<file path="src/rtl/mbus_pkg.sv">
`timescale 1ns/1ps
package mbus_pkg;

   typedef enum logic [2:0] {
      ST_IDLE      = 3'd0,
      ST_ADDR_ALE  = 3'd1,
      ST_ADDR_HOLD = 3'd2,
      ST_STROBE    = 3'd3,
      ST_DATA_HOLD = 3'd4,
      ST_DONE      = 3'd5
   } mbus_state_e;

   function automatic int unsigned max2(input int unsigned a, input int unsigned b);
      return (a > b) ? a : b;
   endfunction

endpackage

</file>
<file path="src/rtl/mbus_phase_ctl.sv">
`timescale 1ns/1ps
module mbus_phase_ctl
   import mbus_pkg::*;
#(
   parameter int unsigned ALE_LEN = 3,
   parameter int unsigned AH_LEN  = 1,
   parameter int unsigned STB_LEN = 17,
   parameter int unsigned DH_LEN  = 1
) (
   input  logic        clk,
   input  logic        rst_n,
   input  logic        start,
   output mbus_state_e state_o,
   output logic        strobe_last_o
);

   localparam int unsigned MAX_LEN = max2(max2(ALE_LEN, AH_LEN), max2(STB_LEN, DH_LEN));
   localparam int unsigned CNT_W   = (MAX_LEN > 1) ? $clog2(MAX_LEN) : 1;

   mbus_state_e       state_q;
   logic [CNT_W-1:0]  cnt_q;
   logic              last;

   assign last          = (cnt_q == '0);
   assign state_o       = state_q;
   assign strobe_last_o = (state_q == ST_STROBE) && last;

   always_ff @(posedge clk or negedge rst_n) begin
      if (!rst_n) begin
         state_q <= ST_IDLE;
         cnt_q   <= '0;
      end else begin
         unique case (state_q)
            ST_IDLE: begin
               if (start) begin
                  state_q <= ST_ADDR_ALE;
                  cnt_q   <= CNT_W'(ALE_LEN - 1);
               end
            end
            ST_ADDR_ALE: begin
               if (last) begin
                  state_q <= ST_ADDR_HOLD;
                  cnt_q   <= CNT_W'(AH_LEN - 1);
               end else begin
                  cnt_q <= cnt_q - 1'b1;
               end
            end
            ST_ADDR_HOLD: begin
               if (last) begin
                  state_q <= ST_STROBE;
                  cnt_q   <= CNT_W'(STB_LEN - 1);
               end else begin
                  cnt_q <= cnt_q - 1'b1;
               end
            end
            ST_STROBE: begin
               if (last) begin
                  state_q <= ST_DATA_HOLD;
                  cnt_q   <= CNT_W'(DH_LEN - 1);
               end else begin
                  cnt_q <= cnt_q - 1'b1;
               end
            end
            ST_DATA_HOLD: begin
               if (last) begin
                  state_q <= ST_DONE;
               end else begin
                  cnt_q <= cnt_q - 1'b1;
               end
            end
            ST_DONE: begin
               state_q <= ST_IDLE;
            end
            default: begin
               state_q <= ST_IDLE;
               cnt_q   <= '0;
            end
         endcase
      end
   end

endmodule

</file>
<file path="src/rtl/mbus_pin_drv.sv">
`timescale 1ns/1ps
module mbus_pin_drv
   import mbus_pkg::*;
#(
   parameter int unsigned AD_W  = 8,
   parameter int unsigned N_CS  = 2,
   parameter int unsigned SEL_W = 1
) (
   input  mbus_state_e      state,
   input  logic             write,
   input  logic [SEL_W-1:0] sel,
   input  logic [AD_W-1:0]  addr,
   input  logic [AD_W-1:0]  wdata,
   output logic             ale,
   output logic [N_CS-1:0]  cs_n,
   output logic             rd_n,
   output logic             wr_n,
   output logic [AD_W-1:0]  ad_out,
   output logic             ad_oe,
   output logic             done
);

   logic addr_phase;
   logic cs_on;
   logic strobe_on;
   logic wdata_phase;

   always_comb begin
      addr_phase  = (state == ST_ADDR_ALE) || (state == ST_ADDR_HOLD);
      strobe_on   = (state == ST_STROBE);
      cs_on       = addr_phase || strobe_on || (state == ST_DATA_HOLD);
      wdata_phase = write && (strobe_on || (state == ST_DATA_HOLD) || (state == ST_DONE));
      ale         = (state == ST_ADDR_ALE);
      rd_n        = !(strobe_on && !write);
      wr_n        = !(strobe_on && write);
      ad_oe       = addr_phase || wdata_phase;
      ad_out      = addr_phase ? addr : wdata;
      done        = (state == ST_DONE);
   end

   for (genvar i = 0; i < N_CS; i++) begin : g_cs
      assign cs_n[i] = !(cs_on && (sel == SEL_W'(i)));
   end

endmodule

</file>
<file path="src/rtl/mbus_sync.sv">
`timescale 1ns/1ps
module mbus_sync #(
   parameter int unsigned STAGES = 2
) (
   input  logic clk,
   input  logic rst_n,
   input  logic d,
   output logic q
);

   logic [STAGES-1:0] chain_q;

   if (STAGES == 1) begin : g_one
      always_ff @(posedge clk or negedge rst_n) begin
         if (!rst_n) chain_q <= '0;
         else        chain_q <= d;
      end
   end else begin : g_multi
      always_ff @(posedge clk or negedge rst_n) begin
         if (!rst_n) chain_q <= '0;
         else        chain_q <= {chain_q[STAGES-2:0], d};
      end
   end

   assign q = chain_q[STAGES-1];

endmodule

</file>
<file path="src/rtl/mbus_master.sv">
`timescale 1ns/1ps
module mbus_master
   import mbus_pkg::*;
#(
   parameter int unsigned AD_W           = 8,
   parameter int unsigned N_CS           = 2,
   parameter int unsigned T_ALE_CYC      = 2,
   parameter int unsigned T_CS_LEAD_CYC  = 2,
   parameter int unsigned T_AD_SU_CYC    = 3,
   parameter int unsigned T_AD_HOLD_CYC  = 1,
   parameter int unsigned T_STB_CYC      = 15,
   parameter int unsigned T_CS_WIDTH_CYC = 22,
   parameter int unsigned T_DAT_HOLD_CYC = 1,
   parameter int unsigned SYNC_STAGES    = 2,
   localparam int unsigned SEL_W         = (N_CS > 1) ? $clog2(N_CS) : 1
) (
   input  logic             clk,
   input  logic             rst_n,
   input  logic             req_valid,
   input  logic             req_write,
   input  logic [SEL_W-1:0] req_sel,
   input  logic [AD_W-1:0]  req_addr,
   input  logic [AD_W-1:0]  req_wdata,
   output logic [AD_W-1:0]  rsp_rdata,
   output logic             rsp_done,
   output logic             bus_ale,
   output logic [N_CS-1:0]  bus_cs_n,
   output logic             bus_rd_n,
   output logic             bus_wr_n,
   output logic [AD_W-1:0]  bus_ad_out,
   output logic             bus_ad_oe,
   input  logic [AD_W-1:0]  bus_ad_in,
   input  logic             phy_rst_in,
   output logic             phy_rst_out,
   input  logic             phy_int_in,
   output logic             phy_int
);

   localparam int unsigned ALE_LEN   = max2(max2(T_ALE_CYC, T_CS_LEAD_CYC), T_AD_SU_CYC);
   localparam int unsigned AH_LEN    = max2(T_AD_HOLD_CYC, 1);
   localparam int unsigned DH_LEN    = max2(T_DAT_HOLD_CYC, 1);
   localparam int unsigned FIXED_LEN = ALE_LEN + AH_LEN + DH_LEN;
   localparam int unsigned CS_NEED   = (T_CS_WIDTH_CYC > FIXED_LEN) ? (T_CS_WIDTH_CYC - FIXED_LEN) : 1;
   localparam int unsigned STB_LEN   = max2(max2(T_STB_CYC, CS_NEED), 1);

   if (N_CS < 1) begin : g_bad_ncs
      $error("mbus_master: N_CS must be at least 1");
   end
   if (AD_W < 1) begin : g_bad_adw
      $error("mbus_master: AD_W must be at least 1");
   end
   if (ALE_LEN < 1) begin : g_bad_ale
      $error("mbus_master: latch phase must last at least one cycle");
   end
   if (SYNC_STAGES < 2) begin : g_bad_sync
      $error("mbus_master: SYNC_STAGES must be at least 2");
   end

   mbus_state_e      state;
   logic             strobe_last;
   logic             accept;
   logic             write_q;
   logic [SEL_W-1:0] sel_q;
   logic [AD_W-1:0]  addr_q;
   logic [AD_W-1:0]  wdata_q;
   logic [AD_W-1:0]  rdata_q;

   assign accept = req_valid && (state == ST_IDLE);

   always_ff @(posedge clk or negedge rst_n) begin
      if (!rst_n) begin
         write_q <= 1'b0;
         sel_q   <= '0;
         addr_q  <= '0;
         wdata_q <= '0;
      end else if (accept) begin
         write_q <= req_write;
         sel_q   <= req_sel;
         addr_q  <= req_addr;
         wdata_q <= req_wdata;
      end
   end

   always_ff @(posedge clk or negedge rst_n) begin
      if (!rst_n)                       rdata_q <= '0;
      else if (strobe_last && !write_q) rdata_q <= bus_ad_in;
   end

   assign rsp_rdata = rdata_q;

   mbus_phase_ctl #(
      .ALE_LEN (ALE_LEN),
      .AH_LEN  (AH_LEN),
      .STB_LEN (STB_LEN),
      .DH_LEN  (DH_LEN)
   ) u_phase (
      .clk           (clk),
      .rst_n         (rst_n),
      .start         (accept),
      .state_o       (state),
      .strobe_last_o (strobe_last)
   );

   mbus_pin_drv #(
      .AD_W  (AD_W),
      .N_CS  (N_CS),
      .SEL_W (SEL_W)
   ) u_pins (
      .state  (state),
      .write  (write_q),
      .sel    (sel_q),
      .addr   (addr_q),
      .wdata  (wdata_q),
      .ale    (bus_ale),
      .cs_n   (bus_cs_n),
      .rd_n   (bus_rd_n),
      .wr_n   (bus_wr_n),
      .ad_out (bus_ad_out),
      .ad_oe  (bus_ad_oe),
      .done   (rsp_done)
   );

   mbus_sync #(
      .STAGES (SYNC_STAGES)
   ) u_int_sync (
      .clk   (clk),
      .rst_n (rst_n),
      .d     (phy_int_in),
      .q     (phy_int)
   );

   assign phy_rst_out = phy_rst_in;

endmodule

</file>
<file path="config.mk">
export PLATFORM = sky130hd
export DESIGN_NAME = mbus_master
export DESIGN_NICKNAME = d
export VERILOG_FILES = /design/src/rtl/mbus_pkg.sv /design/src/rtl/mbus_phase_ctl.sv /design/src/rtl/mbus_pin_drv.sv /design/src/rtl/mbus_sync.sv /design/src/rtl/mbus_master.sv
export SDC_FILE = /design/constraint.sdc
export NUM_CORES = 1
export LEC_CHECK = 0
export BUFFER_PORTS_ARGS = -buffer_cell sky130_fd_sc_hd__buf_2
export CORE_ASPECT_RATIO = 1.2
export CORE_MARGIN = 3
export CORE_UTILIZATION = 54
export CTS_CLUSTER_DIAMETER = 50
export DETAILED_ROUTE_END_ITERATION = 6
export GPL_ROUTABILITY_DRIVEN = 0
export PLACE_DENSITY = 0.82
export RECOVER_POWER = 100
export SLEW_MARGIN = 20
export SYNTH_ARGS = -nofsm -noshare
export SYNTH_HDL_FRONTEND = slang
export SYNTH_SLANG_ARGS = --single-unit
</file>
<file path="constraint.sdc">
create_clock -name clk -period 2.6 [get_ports clk]
set_input_delay 0.13 -clock clk [delete_from_list [all_inputs] [get_ports clk]]
set_output_delay 0.13 -clock clk [all_outputs]
set_load 0.02 [all_outputs]
</file>
**Word level (Yosys, flattened, before mapping)**

Cells that the tools add are included.

- Add/sub/neg operators: 1
- Multiply operators: 0
- Div/mod/pow operators: 0
- Magnitude comparators: 0
- Equality and inequality tests: 11
- Shifts and indexed selects: 0
- Multiplexer cells: 12
- Bitwise logic cells: 2
- Reduce and logical (&&, ||, !) cells: 24

Operators with widths:

| operator | count |
|---|---|
| 5-bit one-hot mux with 5 select lines | 1 |
| 5-bit 2-to-1 mux | 4 |
| 3-bit 2-to-1 mux | 5 |
| 3-bit one-hot mux with 5 select lines | 1 |
| 1-bit logical AND | 8 |
| 8-bit 2-to-1 mux | 1 |
| 3-bit by 2-bit equality test with 1-bit output (second input constant) | 2 |
| 3-bit equality test (second input constant) | 2 |
| 1-bit logical OR | 6 |
| 2-bit by 1-bit != test with 1-bit output (second input constant) | 3 |
| 2-bit != test (second input constant) | 3 |
| 1-bit zero test | 5 |
| 5-bit zero test | 1 |
| 5-bit AND reduction | 1 |
| 5-bit by 1-bit subtractor with 5-bit output (second input constant) | 1 |
| 3-bit by 1-bit equality test with 1-bit output (second input constant) | 1 |
| 3-bit zero test | 1 |
| 3-bit AND reduction | 1 |
| 1-bit NOT | 2 |
| 2-bit OR reduction | 1 |

- Register bits: 36
- Bits in latches: 0
- Bits in writable memories: 0
- ROM bits: 0
- Input bits: 31
- Output and inout bits: 25
- Word-level logic and storage cells: 58
- Memories: 0

**Longest topological paths before layout**

- Depth after elaboration: 6
- Mapped depth: 7
- Depth with buffers taken out: 6

**Modules after synthesis**

Synthesis repeated with hierarchy kept, for this count alone.

- Cells, all modules: 143
- Area, all modules: 1,888.1 um^2

By module, submodules not included:

| module | times used | cells each | area an instance (um^2) | sequential area each (um^2) |
|---|---|---|---|---|
| mbus_master | 1 | 58 | 1,051.0 | 650.6 |
| mbus_phase_ctl | 1 | 57 | 529.3 | 200.2 |
| mbus_pin_drv | 1 | 26 | 257.7 | 0.0 |
| mbus_sync | 1 | 2 | 50.0 | 50.0 |

**Worst setup path after synthesis**

No wires, ideal clock.

- Kind: reg2reg
- From: register u_phase.cnt_q[0]
- To: register u_phase.cnt_q[1]
- Library setup time: 0.124 ns
- Arrival time: 1.583 ns
- Data required time: 2.476 ns
- Slack: 0.893 ns
- Stages on the path, launching flop included: 8
- Buffers on the path: 1
- Period minus slack after synthesis: 1.707 ns
- Cells stage by stage: dfrtp_1 -> inv_1 -> ha_1 -> or4b_1 -> buf_2 -> o211ai_2 -> nor2_2 -> a211o_1

- Cells in the longest elaborated chain, start to end: 3
- Elaborated cells between the ends (all ways): 8
- Classes of those cells: 1 x add/sub; 1 x eq/ne; 4 x mux; 2 x reduce/logical

RTL lines:

| item | line | source |
|---|---|---|
| from (decl) | mbus_phase_ctl.sv:21 | `logic [CNT_W-1:0] cnt_q;` |
| from (signal assigned) | mbus_phase_ctl.sv:37 | `cnt_q <= CNT_W'(ALE_LEN - 1);` |
| from (signal assigned) | mbus_phase_ctl.sv:43 | `cnt_q <= CNT_W'(AH_LEN - 1);` |
| from (signal assigned) | mbus_phase_ctl.sv:45 | `cnt_q <= cnt_q - 1'b1;` |
| 5-bit by 1-bit subtractor with 5-bit output / 5-bit zero test (equally long branches) | n/a |  |
| 5-bit 2-to-1 mux (tied with other cells) | mbus_phase_ctl.sv:65 | `if (last) begin` |
| 5-bit one-hot mux with 5 select lines / 3-bit AND reduction (equally long branches) | n/a |  |

Several ways; a longest one is shown, not always the timed one. The select of a mux whose other input is x is not followed.
A chain may end at the register's enable or synchronous reset.

**Worst setup path in the final report**

- From: register u_phase.state_q[1] (netlist: u_phase.state_o[1])
- To: register addr_q[7]

- Cells in the longest elaborated chain, start to end: 2

RTL lines:

| item | line | source |
|---|---|---|
| from (decl) | mbus_phase_ctl.sv:20 | `mbus_state_e state_q;` |
| from (signal assigned) | mbus_phase_ctl.sv:30 | `state_q <= ST_IDLE;` |
| from (signal assigned) | mbus_phase_ctl.sv:36 | `state_q <= ST_ADDR_ALE;` |
| from (signal assigned) | mbus_phase_ctl.sv:42 | `state_q <= ST_ADDR_HOLD;` |
| 3-bit zero test | mbus_master.sv:68 | `assign accept = req_valid && (state == ST_IDLE);` |
| 1-bit logical AND | mbus_master.sv:68 |  |
| to (signal assigned) | mbus_master.sv:79 | `addr_q <= req_addr;` |
| to (decl) | mbus_master.sv:64 | `logic [AD_W-1:0] addr_q;` |

Every way passes these cells.

==> results.toml <==
[final_layout]
layout.nets = 237
diodes = 0
final_core_util_pct = 72.3
area_delta_synth_final_pct = 21.9
layout-drive-gt1-share_pct = 36.4
multiInputGateArea_sq_um = 734
fillers = 224
regArea_sq_um = 901
instances_no_fill = 240

[sta]
tightest_slew_ns = 1.83
drv_slew = 37
slew-limit-headroom_pct = -21.8
setup_viol = 0
finalHoldViolations = 0
fin_skew_ns = 0.00878
fin_crit_sh_pct = 85.0
rsz0062_at_grt = "false"
setup_tns_ns = 0
fmax_ghz = 0.453
min_period_ns = 2.21
setup_ws_ns = 0.391

[worst_setup_path]
rrSetupSlack_ns = 0.39
worst-endpoint-arrival_ns = 2.44
r2r_end = "addr_q[7]$_DFFE_PN0P_"
critPathMaxFanout = 18
r2r.worst_path.cells = 4
reg2reg_from = "u_phase.state_o[1]$_DFFE_PN0P_"
required_ns = 2.83
cp-end-kind = "register"
startpoint_type = "register"
worst-setup-path-type = "reg2reg"

[synthesis]
async_reset_ff_share_pct = 100
yosys.area.top_type_share_pct = 52.1
yosys.cell_count.top_type = "dfrtp_1"
ys_types = 36
synth_area_leaders = "dfrtp_1, mux2_2, buf_2"
yosysSeqAreaShare_pct = 52.1
syn_avg_cell_area_sq_um = 12.2
ys.flop_type = "dfrtp_1"
syn_nets = 174
synthTopCellsByCount = "dfrtp_1, mux2_2, inv_1"
synth_area_sq_um = 1730
synth-seq-cells = 36
yosysTopAreaCell = "dfrtp_1"
synth-edff-count = 0
yosysWarnings = 0
synthCells = 142

[floorplanning]
die_x_um = 57.7
die_h_um = 68.0
rows = 21
fp.coreArea_sq_um = 2920
initial_core_util_pct = 59.3
pin_count = 56
die_area_sq_um = 3920

[route]
drc = 0
vias = 1328
first_pass_iters = 4
wl_um = 3470
antenna_left = 0
drt_iter0_drc = 34
routedWlPerCell_um = 14.5
viasPerCell = 5.53

[clock_network]
cts_buffers = 5
cts_setup_buffers = 0
cts_buffer_depth = 2
cts_tree = "yes"
clkSinkCount = 36
worst_skew_pair.late_latency_ns = 0.34
cts-root-buf = "clkbuf_4"
htree_levels = 2
path_clk_slew_ns = 0.11

[placement]
dp_hpwl_um = 2550
portBuffers = 53
dp_slack_ns = 0.660
placedCellCount = 222

[pwr]
powerDensity_nw_per_um2 = 452
leakagePower_nw = 1.03
vdd_ir_drop_max_uv = 381
power_uw = 953

[worst_hold_path]
timing.hold.worst_path_depth = 2
hold_path_class = "in2reg"
min_to = "addr_q[6]$_DFFE_PN0P_"
min_from = "req_addr[6]"

[run]
cap_violations = 1

[status]
outcome = "finished, violations left"
violations = "max-capacitance violations, max-slew violations"

[global_routing]
grt_pass1_vias = 1317
grt.overflow.total = 0
antenna_found_initial = 0
grt_max_degree = 37
grt_use_total_pct = 20.0
grt_pass1_wl_um = 5820
==> timing repair <==
| item | CTS | global route |
|---|---|---|
| setup endpoints to repair | 0 | 0 |
| resized for setup | 0 | 0 |
| endpoints found under the hold margin | 44 | 1 |
| hold buffers | 9 | 1 |
==> sequential cells by signal, summed over array words and instances, names as in the netlist <==
signal              cells
wdata_q                 8
u_phase.cnt_q           5
u_phase.state_o         3
sel_q                   1
write_q                 1
addr_q                  8
u_int_sync.chain_q      2
rsp_rdata               8
==> final cells by class <==
cell class | count | share of cell area (%)
clock buffer | 7 | 2.61
multi-input combinational | 90 | 34.8
clock inverter | 1 | 0.356
tap | 34 | 2.02
inverter | 8 | 1.42
sequential | 36 | 42.7
timing repair buffer | 64 | 16.1
==> logic make-up (layout without fill, tap and decap cells) <==
family	count (synthesis)	after routing	share of synthesized area [%]
adders and majority gates	1	1	0.723
xor gates and xnor gates	2	2	1.01
muxes	35	35	22.7
buffers and inverters	16	80	4.34
AOI/OAI and AO/OA	18	18	7.66
and+or+nand+nor	34	34	11.5
DFF	36	36	52.1
==> layout by cell type (no fill, tap or decap), drive strengths merged, types with 3 or more instances in the layout <==
| cell type | n |
|---|---|
| dfrtp | 36 |
| mux2 | 34 |
| clkbuf | 32 |
| buf | 29 |
| dlygate4sd3 | 10 |
| inv | 8 |
| nand2 | 7 |
| o21ai | 7 |
| nor2 | 7 |
| nand3 | 4 |
| a21oi | 4 |
| nor3 | 3 |
==> through the flow <==
stage	cell area, sq um	hold slack (ns)
after floorplan	1730	-0.166
after global placement	2000	0.230
after detailed placement	2000	0.243
after CTS	2150	0.000683
after global routing	2110	0.000164
final	2110	0.0158
==> critical path, stage by stage, from the launching register on <==
cell,delay (ns)
dfrtp_1,0.57
nor2_1,0.21
and3_1,0.42
clkbuf_1,0.49
mux2_2,0.40
==> where the power goes <==
group | switching [mW] | leakage [nW] | total [mW] | internal, mW
registers | 0.00349 | 0.471 | 0.571 | 0.567
clock network | 0.186 | 0.0315 | 0.318 | 0.132
logic | 0.0318 | 0.525 | 0.0641 | 0.0323
==> worst max path at each step <==
stage                                              start  slack (ns)  cells after the start                            to
after floorplan             u_phase.cnt_q[0]$_DFFE_PN0P_        0.89                      7  u_phase.cnt_q[1]$_DFFE_PN0P_
after global placement      u_phase.cnt_q[0]$_DFFE_PN0P_        0.74                      6      rsp_rdata[0]$_DFFE_PN0P_
after detailed placement    u_phase.cnt_q[0]$_DFFE_PN0P_        0.66                      6      rsp_rdata[0]$_DFFE_PN0P_
after CTS                 u_phase.state_o[1]$_DFFE_PN0P_        0.39                      4                 bus_ad_out[2]
after global routing      u_phase.state_o[1]$_DFFE_PN0P_        0.19                      4         addr_q[7]$_DFFE_PN0P_
final                     u_phase.state_o[1]$_DFFE_PN0P_        0.39                      4         addr_q[7]$_DFFE_PN0P_
==> routing by layer <==
| metal | up-vias | global-route usage (%) | routed length [um] |
|---|---|---|---|
| met5 | - | 0 | 0 |
| li1 | 623 | - | - |
| met4 | 0 | 7.54 | 34 |
| met1 | 654 | 22.0 | 1340 |
| met3 | 4 | 6.60 | 222 |
| met2 | 47 | 35.7 | 1870 |
Power figures use the tool's default switching activity.
